$ cat src/rtl/aes_cs_pkg.sv
package aes_cs_pkg;
  localparam int CS_IDX_W = 8;

  typedef struct packed {
    logic                wrBit;
    logic                csBit;
    logic [CS_IDX_W-1:0] bitPos;
    logic                commit;
  } capStrobe_t;
endpackage

$ cat src/rtl/aes_cs_ctrl.sv
module aes_cs_ctrl
  import aes_cs_pkg::*;
#(
  parameter int          BLK_BITS   = 192,
  parameter int          ID_W       = 3,
  parameter int          PRE_W      = 4,
  parameter logic [3:0]  START_CODE = 4'h1
) (
  input  logic             clk,
  input  logic             rstN,
  input  logic             softRst,
  input  logic             sValid,
  input  logic [ID_W-1:0]  sId,
  input  logic             csBitIn,
  input  logic [PRE_W-1:0] preIn,
  output capStrobe_t       strb
);
  localparam logic [CS_IDX_W-1:0] LAST_IDX = CS_IDX_W'(BLK_BITS - 1);

  logic                collecting;
  logic [CS_IDX_W-1:0] bitIdx;
  logic                beatOk;
  logic                isStart;

  assign beatOk  = sValid && (sId == '0);
  assign isStart = beatOk && (preIn == START_CODE[PRE_W-1:0]);

  always_comb begin
    strb.wrBit  = isStart || (beatOk && collecting);
    strb.csBit  = csBitIn;
    strb.bitPos = isStart ? '0 : bitIdx;
    strb.commit = strb.wrBit && (strb.bitPos == LAST_IDX);
  end

  always_ff @(posedge clk or negedge rstN) begin
    if (!rstN) begin
      collecting <= 1'b0;
      bitIdx     <= '0;
    end else if (softRst) begin
      collecting <= 1'b0;
      bitIdx     <= '0;
    end else if (strb.wrBit) begin
      if (strb.commit) begin
        collecting <= 1'b0;
        bitIdx     <= '0;
      end else begin
        collecting <= 1'b1;
        bitIdx     <= strb.bitPos + 1'b1;
      end
    end
  end

  assert_idx_bound_R3: assert property (@(posedge clk) disable iff (!rstN)
    collecting |-> (bitIdx != '0 && bitIdx <= LAST_IDX));

  assert_foreign_id_R1: assert property (@(posedge clk) disable iff (!rstN)
    (sValid && sId != '0) |-> !strb.wrBit);

  assert_commit_ends_R3: assert property (@(posedge clk) disable iff (!rstN)
    (strb.commit && !softRst) |=> !collecting);

  assert_start_index_R2: assert property (@(posedge clk) disable iff (!rstN)
    (isStart && !softRst && BLK_BITS > 1) |=> (collecting && bitIdx == CS_IDX_W'(1)));
endmodule

$ cat src/rtl/aes_cs_data.sv
module aes_cs_data
  import aes_cs_pkg::*;
#(
  parameter int BLK_BITS  = 192,
  parameter int WORD_W    = 32,
  parameter int NUM_WORDS = BLK_BITS / WORD_W,
  parameter int SEL_W     = 3
) (
  input  logic              clk,
  input  logic              rstN,
  input  logic              softRst,
  input  capStrobe_t        strb,
  input  logic              flagRdStb,
  input  logic              wordClrStb,
  input  logic [SEL_W-1:0]  rdSel,
  output logic [WORD_W-1:0] rdData,
  output logic              updFlag
);
  logic [BLK_BITS-1:0] asmReg;
  logic [BLK_BITS-1:0] asmNext;
  logic [BLK_BITS-1:0] heldReg;
  logic                heldValid;
  logic                setEvt;
  logic [WORD_W-1:0]   wordArr [NUM_WORDS];

  always_comb begin
    asmNext = asmReg;
    if (strb.wrBit) asmNext[strb.bitPos] = strb.csBit;
  end

  assign setEvt = strb.commit && (!heldValid || (asmNext != heldReg));

  always_ff @(posedge clk or negedge rstN) begin
    if (!rstN) begin
      asmReg    <= '0;
      heldReg   <= '0;
      heldValid <= 1'b0;
      updFlag   <= 1'b0;
    end else if (softRst) begin
      asmReg    <= '0;
      heldReg   <= '0;
      heldValid <= 1'b0;
      updFlag   <= 1'b0;
    end else begin
      asmReg <= asmNext;
      if (strb.commit) begin
        heldReg   <= asmNext;
        heldValid <= 1'b1;
      end else if (wordClrStb) begin
        heldReg   <= '0;
        heldValid <= 1'b0;
      end
      if (setEvt)         updFlag <= 1'b1;
      else if (flagRdStb) updFlag <= 1'b0;
    end
  end

  for (genvar g = 0; g < NUM_WORDS; g++) begin : g_word
    assign wordArr[g] = heldReg[g*WORD_W +: WORD_W];
  end

  always_comb begin
    rdData = '0;
    for (int i = 0; i < NUM_WORDS; i++) begin
      if (rdSel == SEL_W'(i)) rdData = wordArr[i];
    end
  end

  assert_flag_set_R5: assert property (@(posedge clk) disable iff (!rstN)
    (strb.commit && !softRst && (!heldValid || asmNext != heldReg)) |=> updFlag);

  assert_flag_source_R5: assert property (@(posedge clk) disable iff (!rstN)
    $rose(updFlag) |-> $past(strb.commit));

  assert_flag_clear_R6: assert property (@(posedge clk) disable iff (!rstN)
    (flagRdStb && !strb.commit && !softRst) |=> !updFlag);

  assert_word_clear_R7: assert property (@(posedge clk) disable iff (!rstN)
    (wordClrStb && !strb.commit) |=> (heldReg == '0 && !heldValid));

  assert_held_stable_R8: assert property (@(posedge clk) disable iff (!rstN)
    (!strb.commit && !wordClrStb && !softRst) |=> $stable(heldReg));
endmodule

$ cat src/rtl/aes_cs_capture.sv
module aes_cs_capture
  import aes_cs_pkg::*;
#(
  parameter int         DATA_W     = 32,
  parameter int         ID_W       = 3,
  parameter int         BLK_BITS   = 192,
  parameter int         WORD_W     = 32,
  parameter int         SEL_W      = 3,
  parameter int         CS_BIT     = 30,
  parameter int         PRE_W      = 4,
  parameter logic [3:0] START_CODE = 4'h1
) (
  input  logic              clk,
  input  logic              rstN,
  input  logic              softRst,
  input  logic              sValid,
  output logic              sReady,
  input  logic [DATA_W-1:0] sData,
  input  logic [ID_W-1:0]   sId,
  input  logic              flagRdStb,
  input  logic              wordClrStb,
  input  logic [SEL_W-1:0]  rdSel,
  output logic [WORD_W-1:0] rdData,
  output logic              updFlag
);
  localparam int NUM_WORDS = BLK_BITS / WORD_W;

  capStrobe_t strb;
  logic       unusedBits;

  assign sReady     = 1'b1;
  assign unusedBits = ^{sData[DATA_W-1:CS_BIT+1], sData[CS_BIT-1:PRE_W]};

  aes_cs_ctrl #(
    .BLK_BITS(BLK_BITS), .ID_W(ID_W), .PRE_W(PRE_W), .START_CODE(START_CODE)
  ) ctrl_i (
    .clk(clk), .rstN(rstN), .softRst(softRst), .sValid(sValid), .sId(sId),
    .csBitIn(sData[CS_BIT]), .preIn(sData[PRE_W-1:0]), .strb(strb)
  );

  aes_cs_data #(
    .BLK_BITS(BLK_BITS), .WORD_W(WORD_W), .NUM_WORDS(NUM_WORDS), .SEL_W(SEL_W)
  ) data_i (
    .clk(clk), .rstN(rstN), .softRst(softRst), .strb(strb),
    .flagRdStb(flagRdStb), .wordClrStb(wordClrStb), .rdSel(rdSel),
    .rdData(rdData), .updFlag(updFlag)
  );
endmodule

$ cat config.mk
export PLATFORM = sky130hd
export DESIGN_NAME = aes_cs_capture
export DESIGN_NICKNAME = d
export VERILOG_FILES = /design/src/rtl/aes_cs_pkg.sv /design/src/rtl/aes_cs_ctrl.sv /design/src/rtl/aes_cs_data.sv /design/src/rtl/aes_cs_capture.sv
export SDC_FILE = /design/constraint.sdc
export NUM_CORES = 1
export LEC_CHECK = 0
export ABC_AREA = 1
export BUFFER_PORTS_ARGS = -buffer_cell sky130_fd_sc_hd__clkbuf_2
export CAP_MARGIN = 5
export CELL_PAD_IN_SITES_DETAIL_PLACEMENT = 0
export CELL_PAD_IN_SITES_GLOBAL_PLACEMENT = 1
export CORE_AREA = 2 2 221 223
export DETAILED_ROUTE_END_ITERATION = 10
export DIE_AREA = 0 0 223 225
export PLACE_DENSITY_LB_ADDON = 0.2
export SLEW_MARGIN = 15
export SYNTH_ARGS = -nofsm -noshare
export SYNTH_HDL_FRONTEND = slang
export SYNTH_SLANG_ARGS = --single-unit
$ cat constraint.sdc
create_clock -name clk -period 3.3 [get_ports clk]
set_clock_uncertainty 0.2 [all_clocks]
set_input_delay 0.33 -clock clk [delete_from_list [all_inputs] [get_ports clk]]
set_output_delay 0.33 -clock clk [all_outputs]
set_load 0.03 [all_outputs]
After elaboration in Yosys (flattened, before gate mapping)
Cells that the tools add are included.

Bits in latches: 0. Bits in read-only memories: 0. Memories: 0. Logic and storage cells: 58. Input port bits: 44. Output and inout bits: 34. RAM bits: 0. Bits in registers: 395.

Muxes and demuxes: 27. Divide/modulo/power cells: 0. Multiply operators: 0. Reduce and logical (&&, ||, !) cells: 14. Shifts and indexed selects: 0. Order comparisons: 2. Bitwise gates (word level): 0. Add/subtract/negate cells: 1. Eq/ne operators: 8.

Operators with widths (number): 192-bit two-way mux (5); 192-bit bitwise mux (1); 32-bit two-way mux (6); 192-bit inequality test (1); 8-bit two-way mux (4); 1-bit two-way mux (10); 8-bit by 9-bit less-than comparator with 1-bit output, second input constant (1); 8-bit by 1-bit adder with 8-bit output, second input constant (1); 1-bit demux with 8-bit select (1); 8-bit == test, second input constant (1); 8-bit by 1-bit >= comparator with 1-bit output, second input constant (1); 3-bit by 2-bit == test with 1-bit output, second input constant (2); 3-bit == test, second input constant (2); 1-bit logical AND (6); 3-bit zero test (2); 3-bit nonzero test (2); 4-bit by 1-bit == test with 1-bit output, second input constant (1); 3-bit by 1-bit == test with 1-bit output, second input constant (1); 1-bit logical OR (2); 2-bit nonzero test (1); 1-bit zero test (1).

Logic depth before layout (Yosys ltp)
Gate-level depths: netlist of the first run.

Depth in word-level cells: 15. Depth in mapped cells: 27.

By module
A second synthesis of the first run with hierarchy kept.

Cells, all modules: 3119. Area total of the unflattened synthesis: 22012.4 um2.

By module, submodules not included: aes_cs_data (times used 1, sequential area each 9659.3 um2, area an instance 21302.9 um2, cells an instance 3016); aes_cs_ctrl (times used 1, sequential area each 225.2 um2, area an instance 698.2 um2, cells an instance 101); aes_cs_capture (times used 1, sequential area each 0.0 um2, area an instance 11.3 um2, cells an instance 2).

Worst setup path before layout of the first run
No wires, ideal clock.

Kind: input to register. Start: in sId[0]. End: reg data_i.updFlag. Arrival: 2771 ps. Setup slack: 212 ps. Stages on the path: 26. Cells stage by stage: inv_1 > nand2_2 > nor2_8 > nand2_8 > buf_8 > inv_1 > nor2_1 > ha_1 > nand3_2 > nor2_2 > buf_2 > nand2_1 > nand2_1 > nand2_1 > nand2_1 > nand2_1 > nor2_1 > nand2_1 > nor2_1 > nand2_1 > nor2_1 > nand2_1 > nor2_1 > nand2_1 > nand2_1 > nand2_1.

Word-level cells in the longest chain between the ends: 15. Elaborated cells on any way between the ends: 21.

RTL lines: from (decl) (line aes_cs_capture.sv:19) `input logic [ID_W-1:0] sId,`; 3-bit zero test (*) (line aes_cs_ctrl.sv:25) `assign beatOk = sValid && (sId == '0);`; 1-bit logical AND (*) (line aes_cs_ctrl.sv:25); 1-bit logical AND (line aes_cs_ctrl.sv:26) `assign isStart = beatOk && (preIn == START_CODE[PRE_W-1:0]);`; 8-bit two-way mux (line aes_cs_ctrl.sv:31) `strb.bitPos = isStart ? '0 : bitIdx;`; 8-bit by 9-bit less-than comparator with 1-bit output (not written as such) / 8-bit by 1-bit >= comparator with 1-bit output (equally long branches) (line aes_cs_data.sv:28) `if (strb.wrBit) asmNext[strb.bitPos] = strb.csBit;`; 1-bit logical AND (not written as such) (line aes_cs_data.sv:28); 1-bit two-way mux (not written as such) (line aes_cs_data.sv:28); 1-bit demux with 8-bit select; 192-bit bitwise mux (line aes_cs_data.sv:28); 192-bit two-way mux (line aes_cs_data.sv:28); 192-bit inequality test (line aes_cs_data.sv:31) `assign setEvt = strb.commit && (!heldValid || (asmNext != heldReg));`; 1-bit logical OR (line aes_cs_data.sv:31); 1-bit logical AND (*) (line aes_cs_data.sv:31); 1-bit two-way mux (line aes_cs_data.sv:53) `if (setEvt) updFlag <= 1'b1;`; 1-bit two-way mux (line aes_cs_data.sv:39) `end else if (softRst) begin`; to (signal assigned) (line aes_cs_data.sv:38) `updFlag <= 1'b0;`; to (signal assigned) (line aes_cs_data.sv:53); to (signal assigned) (line aes_cs_data.sv:54) `else if (flagRdStb) updFlag <= 1'b0;`; to (decl) (line aes_cs_data.sv:17) `output logic updFlag`.

Mark *: on every way between the ends. The rest lies on a longest branch, timed or not. A chain may end at the register's enable or synchronous reset.

Worst setup path after layout of the first run
Start: reg ctrl_i.bitIdx[0]. End: reg data_i.updFlag.

Word-level cells in the longest chain between the ends: 12. Elaborated cells on any way between the ends: 16.

RTL lines: from (decl) (line aes_cs_ctrl.sv:21) `logic [CS_IDX_W-1:0] bitIdx;`; from (signal assigned) (line aes_cs_ctrl.sv:48) `bitIdx <= strb.bitPos + 1'b1;`; 8-bit two-way mux (*) (line aes_cs_ctrl.sv:31); 8-bit by 9-bit less-than comparator with 1-bit output (not written as such) / 8-bit by 1-bit >= comparator with 1-bit output (equally long branches) (line aes_cs_data.sv:28); 1-bit logical AND (not written as such) (line aes_cs_data.sv:28); 1-bit two-way mux (not written as such) (line aes_cs_data.sv:28); 1-bit demux with 8-bit select; 192-bit bitwise mux (line aes_cs_data.sv:28); 192-bit two-way mux (line aes_cs_data.sv:28); 192-bit inequality test (line aes_cs_data.sv:31); 1-bit logical OR (line aes_cs_data.sv:31); 1-bit logical AND (*) (line aes_cs_data.sv:31); 1-bit two-way mux (line aes_cs_data.sv:53); 1-bit two-way mux (line aes_cs_data.sv:39).

Marked as above.

==> metrics.md, run 1 <==
| Metric | Value |
|---|---|
| Clk network pwr share | `49.9%` |
| Max clock buf depth | `3` |
| Clk Latency, worst-skew pair | `about 0.60 ns` |
| IR drop worst, VDD | `roughly 400 µV` |
| Sequential share of power | `46.0%` |
| Routed WL | `roughly 90000 µm` |
| R2R Path End | `data_i.updFlag` |
| Hold Fails Final Rpt | `0` |
| Worst Slack Setup Final | `~0.12 ns` |
| Data required, critical path | `roughly 3.6 ns` |
| # placed instances | `4002` |
| Critical path arrival | `3.47 ns` |
| Io pins | `78` |
| Initial antenna violation count | `0` |
| Fmax | `between 0.3 and 0.4 GHz` |
| WL/cell | `between 20 and 25 µm` |
| Crit path kind | `reg -> reg` |
| Initial DRC Count | `approximately 2200` |
| Antenna viol nets, final | `0` |
| CTS root buffer | `clkbuf_16` |
| Int Pwr | `7.97 mW` |
| Worst-Margin Slew | `around 0.93 ns` |
| Setup WS pre-CTS | `-0.325 ns` |
| Area occupied by multi-input gates | `0.00994 mm²` |
| Design Power | `10.5 mW` |
| GPL Wtd Cong | `around 0.9` |
| Syn Inst Count | `between 3000 and 4000` |
| Final setup viols | `0` |
| CP Launch Point | `ctrl_i.bitIdx[0]` |
| Top post-synthesis cells by count | `909 x nand2_1, 395 x dfrtp_1, 366 x nand3_1` |
| H-tree depth | `2` |
| Sink Count | `about 400` |
| Synth cell types | `36` |
| Leak Pwr | `13.5 nW` |
| Startpoint Class | `flop` |
| Synthesized Nets | `approximately 3100` |
| Largest net degree at the start of global routing | `roughly 140` |
| FFs w/ async S/R, synth | `100%` |
| Final HPWL DP | `approximately 60000 µm` |
| Most frequent cell after synthesis | `nand2_1` |
| Synth area leaders | `dfrtp_1 45%, nand2_1 16%, nand3_1 8.4%` |
| Area fraction of the dominant cell type after synthesis | `between 40% and 50%` |
| Crit path time final | `between 3 and 4 ns` |
| Pins Over Slew Limit | `0` |
| Chip width | `223 µm` |
| R2R depth | `24` |
| DRC | `0` |
| Yosys top cell by area | `dfrtp_1` |
| Critical Path End | `data_i.updFlag` |
| Number of CTS-inserted buffers | `46` |
| Synthesized area per cell | `just over 7 µm²` |
| First-pass GRT wire length | `approximately 140000 µm` |
| Share of cells above drive strength 1 | `19.9%` |
| TritonCTS clock tree | `built` |
| PortBufs | `approximately 50` |
| Layout Area Growth over Synthesis | `29.8%` |
| Outcome | `complete, no violations` |
| Worst slew margin | `a little under two fifths` |
| Remaining global-route overflow | `0` |
| Inserted Diodes | `0` |
| Max FO, Critical Path | `10` |
| Pwr Density | `372 mW/mm²` |
| NumNets Final | `around 3500` |
| Via count | `between 20000 and 25000` |
| Gr usage total | `between 30% and 40%` |
| Gate power share | `between 4 and 5%` |
| Number of vias per cell | `about 5.6` |
| Die Y | `~230 µm` |
| Cell Area, Synth | `0.0218 mm²` |
| Final setup TNS | `0 ns` |
| Switching Fraction | `between 20 and 25%` |
| FF/Latch Area | `0.00988 mm²` |
| Vias in the first global route | `approximately 23000` |
| Max-cap viol count | `0` |
| P_sw | `about 2.6 mW` |
| Flop2flop setup slack | `0.12 ns` |
| Core ar. | `between 0.04 and 0.05 mm²` |
| Initial core utilization | `45.9%` |
| Drt first pass iters | `6` |
| Yosys reg bits | `395` |
| Hold Path Class | `in -> async` |
| Crit. End Element | `flop` |
| Tcrit/Tclk final | `between 90% and 100%` |
| Num rows | `80` |
| Clock-pin slew on the worst setup and hold paths | `0.06 ns` |
| Number of flops mapped to enable cells by yosys | `0` |
| R2R Path Start | `ctrl_i.bitIdx[0]` |
| Die area | `0.0502 mm²` |
| Filler cell count | `between 4000 and 5000` |
| Fin cells | `about 4100` |
| Total number of yosys warnings | `0` |
| Top FF cell, synth | `dfrtp_1` |
| Post-synthesis sequential area ratio | `a little under half` |
final cells by class:
type,count,area share [%]
Sequential cell,395,34.9
Timing Repair Buffer,538,16.9
Tap cell,615,2.72
Multi-Input combinational cell,2092,35.1
Clock inverter,14,0.500
Inverter,367,4.90
Clock buffer,71,4.89
metrics by stage:
stage / area [µm²] / hold WS, ns / util (%)
global route: 28300 / 0.0779 / 59.5
floorplan: 21800 / -0.166 / -
global placement: 26600 / 0.157 / 55.9
CTS: 28100 / 0.0626 / 59.2
finish: 28300 / 0.0532 / 59.5
detailed placement: 26600 / 0.161 / 55.9
layout by cell type, fill, tap and decap left out, types with 5 or more instances in the layout:
cell / instances
inv_1: 358
o211ai_1: 32
nor2_4: 17
xor2_1: 13
nand2_1: 902
nor2_1: 347
nand2_2: 11
buf_6: 7
o21ai_1: 13
clkbuf_16: 47
o21ai_2: 5
buf_4: 414
buf_12: 65
inv_2: 7
a211oi_1: 33
dfrtp_1: 395
nand3_1: 363
nand3_2: 10
nor2_2: 15
clkbuf_8: 14
clkbuf_1: 11
clkinv_2: 8
o21ai_0: 18
o21bai_1: 52
o22ai_1: 232
clkbuf_2: 47
worst min path at each step:
stage	slack, ns	from	cells after the start	endpoint
3_3_place_gp	0.16	rstN	1	ctrl_i.collecting
2_1_floorplan	-0.17	rstN	0	ctrl_i.bitIdx[0]
4_1_cts	0.06	wordClrStb	4	data_i.heldReg[44]
3_5_place_dp	0.16	rstN	1	ctrl_i.collecting
5_1_grt	0.08	wordClrStb	4	data_i.heldReg[44]
6_report	0.05	rstN	2	ctrl_i.collecting
metal layers:
metal	track usage, %	up-vias	wire length, µm
li1	-	10600	-
met1	49.0	11100	36600
met2	55.4	1116	39500
met3	7.13	216	9230
met4	17.8	0	4780
met5	0	-	0
state kept, by name, summed over array words and instances (netlist names):
name,cells
data_i.updFlag,1
data_i.heldValid,1
data_i.heldReg,192
data_i.asmReg,192
ctrl_i.bitIdx,8
ctrl_i.collecting,1
power by group through the flow:
stage	Clock [mW]	Sequential, mW	Combinational [mW]
after detailed placement	0	4.93	0.421
after CTS	5.30	4.84	0.425
after global routing	5.50	4.84	0.452
after floorplan	0	4.93	0.136
after global placement	0	4.93	0.420
final	5.25	4.84	0.431
timing repair:
| item | 4_1_cts | 5_1_grt |
|---|---|---|
| resized for setup | 0 | 38 |
| hold buffers | 3 | 0 |
| setup endpoints to repair | 0 | 35 |
| endpoints found under the hold margin | 109 | 0 |
| buffers inserted | 0 | 1 |
kinds of logic after synthesis:
logic type               Yosys count  share of synthesized area, %
XOR/XNOR                          13                         0.522
adder cells (fa/ha/maj)            4                         0.229
other                              1                        0.0172
AND/OR/NAND/NOR                 1683                          32.6
flip-flops                       395                          45.3
buffers and inverters            523                          9.65
AO/OA/AOI/OAI                    391                          11.7
worst max-delay path, stage by stage (launching register included):
cell and delay [ns]:
dfrtp_1 0.32, inv_1 0.07, nor2_4 0.17, ha_2 0.23, nand3_2 0.10, buf_4 0.19, nor2_1 0.17, buf_6 0.18
buf_12 0.14, nand2_1 0.05, nand2_1 0.09, nand2_1 0.08, nand2_1 0.07, nand2_1 0.05, nor2_1 0.10, buf_4 0.12
nand2_1 0.07, nor2_1 0.09, nand2_1 0.08, nor2_1 0.12, nand2_1 0.10, nor2_1 0.09, nand2_1 0.06, nand2_1 0.05
nand2_1 0.05
(Power assumes the default switching activity.)
==> run 2: changes to the inputs <==
CORE_AREA = 2 2 253 255   (was 2 2 221 223)
DIE_AREA = 0 0 255 257   (was 0 0 223 225)
==> run 2 against run 1 <==
Net effect: die area is 31% higher; critical path type unchanged; count of clock-buffer cells in the layout is 2 higher; sequential power hardly changed; clock power is 7.0% higher; core utilization is 13 points lower; register-to-register slack worse by 0.07 ns; critical path depth is 1 lower; cell area is 3.9% higher; combinational power is 5.6% higher.
==> metrics.md, run 2 (synthesized netlist as in run 1, its figures left out) <==
| Metric | Value |
|---|---|
| Outcome | `complete, no violations` |
| Initial antenna violation count | `3 (+3)` |
| Clock-pin slew on the worst setup and hold paths | `0.06 ns (about the same)` |
| Crit. End Element | `flop` |
| Worst Slack Setup Final | `0.0500 ns (-0.0670 ns)` |
| Remaining global-route overflow | `0 (unchanged)` |
| Gate power share | `4.2% (about the same)` |
| Max-cap viol count | `0 (unchanged)` |
| Tcrit/Tclk final | `98.5% (+2.0 points)` |
| Core ar. | `0.0627 mm² (+32%)` |
| P_sw | `2.67 mW (+4.5%)` |
| Vias in the first global route | `22300 (-0.77%)` |
| Io pins | `78 (unchanged)` |
| Largest net degree at the start of global routing | `128 (-9.9%)` |
| Layout Area Growth over Synthesis | `34.8%` |
| Startpoint Class | `flop` |
| Worst slew margin | `41.9% (+3.6 points)` |
| R2R Path Start | `ctrl_i.bitIdx[1]` |
| PortBufs | `49 (unchanged)` |
| Sequential share of power | `44.4% (-1.6 points)` |
| Number of CTS-inserted buffers | `49 (+6.5%)` |
| Initial DRC Count | `2501 (+14%)` |
| DRC | `0 (unchanged)` |
| TritonCTS clock tree | `built` |
| Share of cells above drive strength 1 | `21.6% (+1.6 points)` |
| Data required, critical path | `3.60 ns (about the same)` |
| CTS root buffer | `clkbuf_16` |
| Clk network pwr share | `51.5% (+1.6 points)` |
| Worst-Margin Slew | `0.871 ns (-0.0545 ns)` |
| Int Pwr | `8.25 mW (+3.5%)` |
| Via count | `23100 (+0.035%)` |
| Critical path arrival | `3.55 ns (+0.08 ns)` |
| First-pass GRT wire length | `143000 µm (+5.2%)` |
| Drt first pass iters | `6 (unchanged)` |
| Pwr Density | `371 mW/mm² (-0.11%)` |
| Clk Latency, worst-skew pair | `0.61 ns (about the same)` |
| Sink Count | `395 (unchanged)` |
| Hold WS | `0.0819 ns (+0.0287 ns)` |
| Final setup viols | `0 (unchanged)` |
| Biggest regs | `data_i.asmReg x192, data_i.heldReg x192, ctrl_i.bitIdx x8` |
| CP Launch Point | `ctrl_i.bitIdx[1]` |
| NumNets Final | `3536 (+1.4%)` |
| Hold Path Class | `in -> async` |
| Final Util | `46.9% (-13 points)` |
| Initial core utilization | `34.8% (-11 points)` |
| Die area | `0.0655 mm² (+31%)` |
| Crit path kind | `reg -> reg` |
| Antenna viol nets, final | `0 (unchanged)` |
| Max clock buf depth | `3 (unchanged)` |
| Chip width | `255 µm (+14%)` |
| Routed WL | `97900 µm (+8.6%)` |
| Leak Pwr | `13.8 nW (+2.8%)` |
| Pins Over Slew Limit | `0 (unchanged)` |
| Crit path time final | `3.25 ns (+0.0670 ns)` |
| Switching Fraction | `24.4% (+0.17 points)` |
| Number of vias per cell | `5.28 (-6.4%)` |
| WL/cell | `22.4 µm (+1.6%)` |
| Fmax | `0.308 GHz (-2.1%)` |
| Hold Fails Final Rpt | `0 (unchanged)` |
| Max FO, Critical Path | `9 (-1)` |
| Setup WS pre-CTS | `-0.473 ns (-0.148 ns)` |
| GPL Wtd Cong | `0.907 (-1.2%)` |
| IR drop worst, VDD | `368 µV (-5.5%)` |
| Inserted Diodes | `0 (unchanged)` |
| Num rows | `92 (+15%)` |
| Most frequent cells in the layout | `891 x nand2_1, 441 x buf_4, 395 x dfrtp_1` |
| Final HPWL DP | `66700 µm (+8.5%)` |
| Gr usage total | `29.5% (-6.6 points)` |
| Most common cell after layout, fill and taps aside | `nand2_1` |
| H-tree depth | `2 (unchanged)` |
| Die Y | `257 µm (+14%)` |
run 2: cell count changes in the layout (fill, tap and decap cells not counted), sizes merged:
cell and change:
buf +42, bufinv +3, clkbuf +5, inv -1
run 2: layer usage:
metal,wire (µm),vias to the layer above,GRT usage [%]
li1,-,10700,-
met1,44200,11400,42.1
met2,44000,861,46.1
met3,6580,173,3.84
met4,3090,2,9.54
met5,15,-,0
run 2: area by class of cell:
| class | count | area, µm² |
|---|---|---|
| clock inverter | 16 | 234 |
| inverter | 367 | 1390 |
| clock buffer | 73 | 1400 |
| multi-input combinational | 2092 | 10000 |
| tap | 846 | 1060 |
| sequential | 395 | 9880 |
| timing repair buffer | 583 | 5400 |
| fill | 6162 | 33300 |
run 2: critical path, cell delays in order (launching register included):
cell and delay [ns]:
dfrtp_1 0.36, inv_2 0.06, nor2_4 0.10, buf_4 0.13, ha_2 0.21, nand3_4 0.13, nor2_4 0.16, buf_12 0.18
buf_4 0.16, nand2_1 0.05, nand2_1 0.09, nand2_1 0.08, nand2_1 0.07, nand2_1 0.06, nor2_1 0.16, nand2_1 0.10
nor2_1 0.21, nand2_1 0.09, nor2_1 0.17, nand2_1 0.13, nor2_1 0.10, nand2_1 0.06, nand2_1 0.05, nand2_1 0.04
run 2: worst paths after layout:
path | end | cells past startpoint | slack, ns
max | data_i.updFlag | 23 | 0.05
min | data_i.asmReg[52] | 2 | 0.08
max reg2reg | data_i.updFlag | 23 | 0.05
min reg2reg | data_i.heldValid | 2 | 0.34
max in group asynchronous | data_i.asmReg[186] | 3 | 1.89
min in group clk | data_i.heldReg[132] | 4 | 0.15
run 2: timing repair:
action                     CTS  global route
buffers inserted             0             9
setup endpoints to repair    1             1
hold endpoints to repair   125             0
gates cloned                 0             5
pin swaps                    0            22
hold buffers                 3             0
resized for setup            6            53
run 2: stage by stage:
step / TNS [ns] / area, µm² / std cells / power (mW)
finish: 0 / 29400 / 4372 / 10.9
CTS: 0 / 29000 / 4358 / 11.0
global route: -0.0219 / 29400 / 4372 / 11.2
detailed placement: -0.473 / 27300 / 4266 / 5.39
global placement: -0.484 / 27300 / 4266 / 5.38
floorplan: 0 / 21800 / 3010 / 5.07
run 2: power groups by stage:
stage | Clock, mW | Combinational, mW | Sequential (mW)
2_1_floorplan | 0 | 0.136 | 4.93
3_3_place_gp | 0 | 0.451 | 4.93
3_5_place_dp | 0 | 0.453 | 4.93
4_1_cts | 5.69 | 0.457 | 4.84
5_1_grt | 5.89 | 0.482 | 4.84
6_report | 5.62 | 0.455 | 4.84
==> run 3: changes to the inputs <==
CORE_AREA = 2 2 254 256   (was 2 2 253 255)
DIE_AREA = 0 0 256 258   (was 0 0 255 257)
SYNTH_HIERARCHICAL = 1   (was not set)
==> run 3 against run 2 <==
Net effect: core utilization down 0.31 points; count of clock-buffer cells in the layout up 2; first-iteration DRC count down 4.4%; sequential share of layout area down 0.26 points; synthesized area up 0.91%; critical endpoint is now data_i/updFlag; setup slack better by 0.074 ns; critical path type unchanged; global-route usage up 3.2 points; register-to-register slack better by 0.07 ns.
==> metrics.md, run 3 <==
| Metric | Value |
|---|---|
| Data required, critical path | `3.59 ns (about the same)` |
| Clock-pin slew on the worst setup and hold paths | `0.06 ns (about the same)` |
| Setup WS pre-CTS | `-0.670 ns (-0.197 ns)` |
| Fin cells | `4495 (+2.8%)` |
| Pins Over Slew Limit | `0 (unchanged)` |
| Cell Area, Synth | `0.0220 mm² (+0.91%)` |
| Synthesized Nets | `3164 (+3.5%)` |
| Worst-Margin Slew | `0.831 ns (-0.0400 ns)` |
| Chip width | `256 µm (+0.39%)` |
| Die area | `0.0660 mm² (+0.78%)` |
| TritonCTS clock tree | `built` |
| R2R Path Start | `ctrl_i/bitIdx[4]` |
| Tcrit/Tclk final | `96.2% (-2.3 points)` |
| Routed WL | `110000 µm (+13%)` |
| Via count | `24300 (+5.1%)` |
| Filler cell count | `6451 (+4.7%)` |
| Post-synthesis sequential area ratio | `44.9% (-0.41 points)` |
| Hold path depth | `2` |
| Crit path kind | `reg -> reg` |
| First-pass GRT wire length | `158000 µm (+11%)` |
| R2R depth | `23 (unchanged)` |
| Initial core utilization | `34.6% (-0.19 points)` |
| Crit path time final | `3.18 ns (-0.0744 ns)` |
| Io pins | `78 (unchanged)` |
| Synth area leaders | `dfrtp_1 45%, nand2_1 18%, nand3_1 9.5%` |
| IR drop worst, VDD | `446 µV (+21%)` |
| Yosys reg bits | `395 (unchanged)` |
| Most common cell after layout, fill and taps aside | `nand2_1` |
| WL/cell | `24.5 µm (+9.6%)` |
| Worst slew margin | `44.5% (+2.6 points)` |
| Outcome | `complete, no violations` |
| PortBufs | `49 (unchanged)` |
| Share of cells above drive strength 1 | `21.5% (-0.037 points)` |
| Synthesized area per cell | `7.06 µm² (-2.6%)` |
| Final setup viols | `0 (unchanged)` |
| Pwr Density | `366 mW/mm² (-1.4%)` |
| Worst Slack Setup Final | `0.124 ns (+0.0744 ns)` |
| Design Power | `10.9 mW (-0.63%)` |
| Top post-synthesis cells by count | `1031 x nand2_1, 419 x nand3_1, 395 x dfrtp_1` |
| Number of CTS-inserted buffers | `50 (+2.0%)` |
| NumNets Final | `3647 (+3.1%)` |
| Top FF cell, synth | `dfrtp_1` |
| Max FO, Critical Path | `6 (-3)` |
| Critical path arrival | `3.46 ns (-0.09 ns)` |
| Total number of yosys warnings | `6 (+6)` |
| Die Y | `258 µm (+0.39%)` |
| Final setup TNS | `0 ns (unchanged)` |
| Leak Pwr | `13.9 nW (+0.70%)` |
| FFs w/ async S/R, synth | `100% (unchanged)` |
| Core ar. | `0.0636 mm² (+1.5%)` |
| Max clock buf depth | `3 (unchanged)` |
| Startpoint Class | `flop` |
| Hold Fails Final Rpt | `0 (unchanged)` |
| Syn Inst Count | `3119 (+3.6%)` |
| Initial DRC Count | `2390 (-4.4%)` |
| Final HPWL DP | `79000 µm (+18%)` |
| Most frequent cells in the layout | `1006 x nand2_1, 450 x buf_4, 409 x nand3_1` |
| Yosys top cell by area | `dfrtp_1` |
| Number of vias per cell | `5.40 (+2.2%)` |
| CP Launch Point | `ctrl_i/bitIdx[4]` |
| Clk Latency, worst-skew pair | `0.60 ns (about the same)` |
| Layout Area Growth over Synthesis | `34.6%` |
| Fmax | `0.315 GHz (+2.3%)` |
| # placed instances | `4390 (+2.9%)` |
| Number of flops mapped to enable cells by yosys | `0 (unchanged)` |
| CTS root buffer | `clkbuf_16` |
| H-tree depth | `2 (unchanged)` |
| Hold Path Class | `in -> reg` |
| Gr usage total | `32.7% (+3.2 points)` |
| Initial antenna violation count | `2 (-1)` |
| Antenna viol nets, final | `0 (unchanged)` |
| Area fraction of the dominant cell type after synthesis | `44.9% (-0.41 points)` |
| GPL Wtd Cong | `0.947 (+4.4%)` |
| Most frequent cell after synthesis | `nand2_1` |
| Sink Count | `395 (unchanged)` |
| Num rows | `93 (+1.1%)` |
| Hold path start | `softRst` |
| Hold WS | `0.0236 ns (-0.0583 ns)` |
| Largest net degree at the start of global routing | `84 (-34%)` |
| Vias in the first global route | `23200 (+3.7%)` |
| Drt first pass iters | `5 (-1)` |
| Biggest regs | `data_i/asmReg x192, data_i/heldReg x192, ctrl_i/bitIdx x8` |
| Synth cell types | `31 (-14%)` |
| DRC | `0 (unchanged)` |
| Remaining global-route overflow | `0 (unchanged)` |
| Crit. End Element | `flop` |
| Max-cap viol count | `0 (unchanged)` |
-- run 3: cell types whose count changed after synthesis, sizes merged, moves of 33 or more --
cell    before   now
o221ai       0    33
nand3      377   421
o22ai      232     1
nand2      918  1037
a211oi      33     0
clkbuf      79   120
inv        367   288
o21ai       36   241
buf         77    32
o21bai      52   120
-- run 3: routing by layer --
layer  global-route usage [%]  share of wire, %  vias to the layer above
met5                        0                 0                        -
met4                     13.6               4.3                        0
met2                     50.2                44                     1059
li1                         -                 -                    11000
met1                     46.1                44                    12000
met3                     5.15               8.0                      228
-- run 3: area by class of cell --
| type | count | area, µm² | area share [%] |
|---|---|---|---|
| diodes | 1 | 2.50 | 0.00845 |
| flip-flops and latches | 395 | 9880 | 33.4 |
| well taps | 855 | 1070 | 3.61 |
| inverters | 294 | 1130 | 3.81 |
| multi-input cells | 2278 | 10700 | 36.3 |
| repair buffers | 583 | 5200 | 17.6 |
| clock inverters | 14 | 98.8 | 0.334 |
| clock buffers | 75 | 1500 | 5.05 |
-- run 3: worst paths after layout --
kind | slack, ns | endpoint
worst max-delay path | 0.12 | data_i/updFlag
worst min-delay path | 0.02 | data_i/asmReg[103]
worst max register to register | 0.12 | data_i/updFlag
worst min register to register | 0.31 | ctrl_i/bitIdx[7]
max in group asynchronous | 1.83 | data_i/asmReg[106]
min in group asynchronous | 0.08 | data_i/asmReg[141]
-- run 3: where the power goes --
part	leakage (nW)	internal (mW)	switching, mW
clock network	0.801	3.18	2.28
logic	7.61	0.107	0.435
registers	5.52	4.85	0.0000755
total	13.9	8.13	2.72
-- run 3: cell families after synthesis --
kind of cell | count (synthesis) | synth area share [%]
flops | 395 | 44.9
simple gates | 1834 | 34.4
xor+xnor | 14 | 0.557
buf+inv | 446 | 7.83
fa+ha+maj | 1 | 0.0568
other cells | 1 | 0.0170
compound gates | 428 | 12.3
-- run 3: stage by stage --
| stage | area (µm²) | utilization, % |
|---|---|---|
| floorplan | 22000 | - |
| global placement | 27500 | 43.2 |
| detailed placement | 27500 | 43.2 |
| CTS | 29100 | 45.8 |
| global route | 29600 | 46.5 |
| finish | 29600 | 46.6 |
-- run 3: worst max-delay path, cell delays in order (launching register included) --
cell,delay (ns)
dfrtp_1,0.37
inv_1,0.10
nor2_4,0.06
buf_4,0.14
nand2_1,0.22
buf_4,0.18
nor2_4,0.03
buf_12,0.14
clkbuf_16,0.17
buf_4,0.13
nand3_1,0.07
nand2_2,0.09
nand2_2,0.11
nand2_1,0.07
nor2_2,0.13
nand2_1,0.10
nor2_4,0.20
nand2_2,0.10
nor2_1,0.09
nand2_1,0.09
nor2_4,0.13
nand2_1,0.06
nand2_1,0.05
nand2_1,0.04
-- run 3: repair_timing --
| action | in CTS | in global routing |
|---|---|---|
| hold buffers | 2 | 0 |
| gates resized for setup | 9 | 106 |
| pin swaps | 1 | 24 |
| cloned | 0 | 2 |
| buffers inserted | 2 | 9 |
| endpoints found under the hold margin | 63 | 0 |
| endpoints found under the setup margin | 1 | 1 |
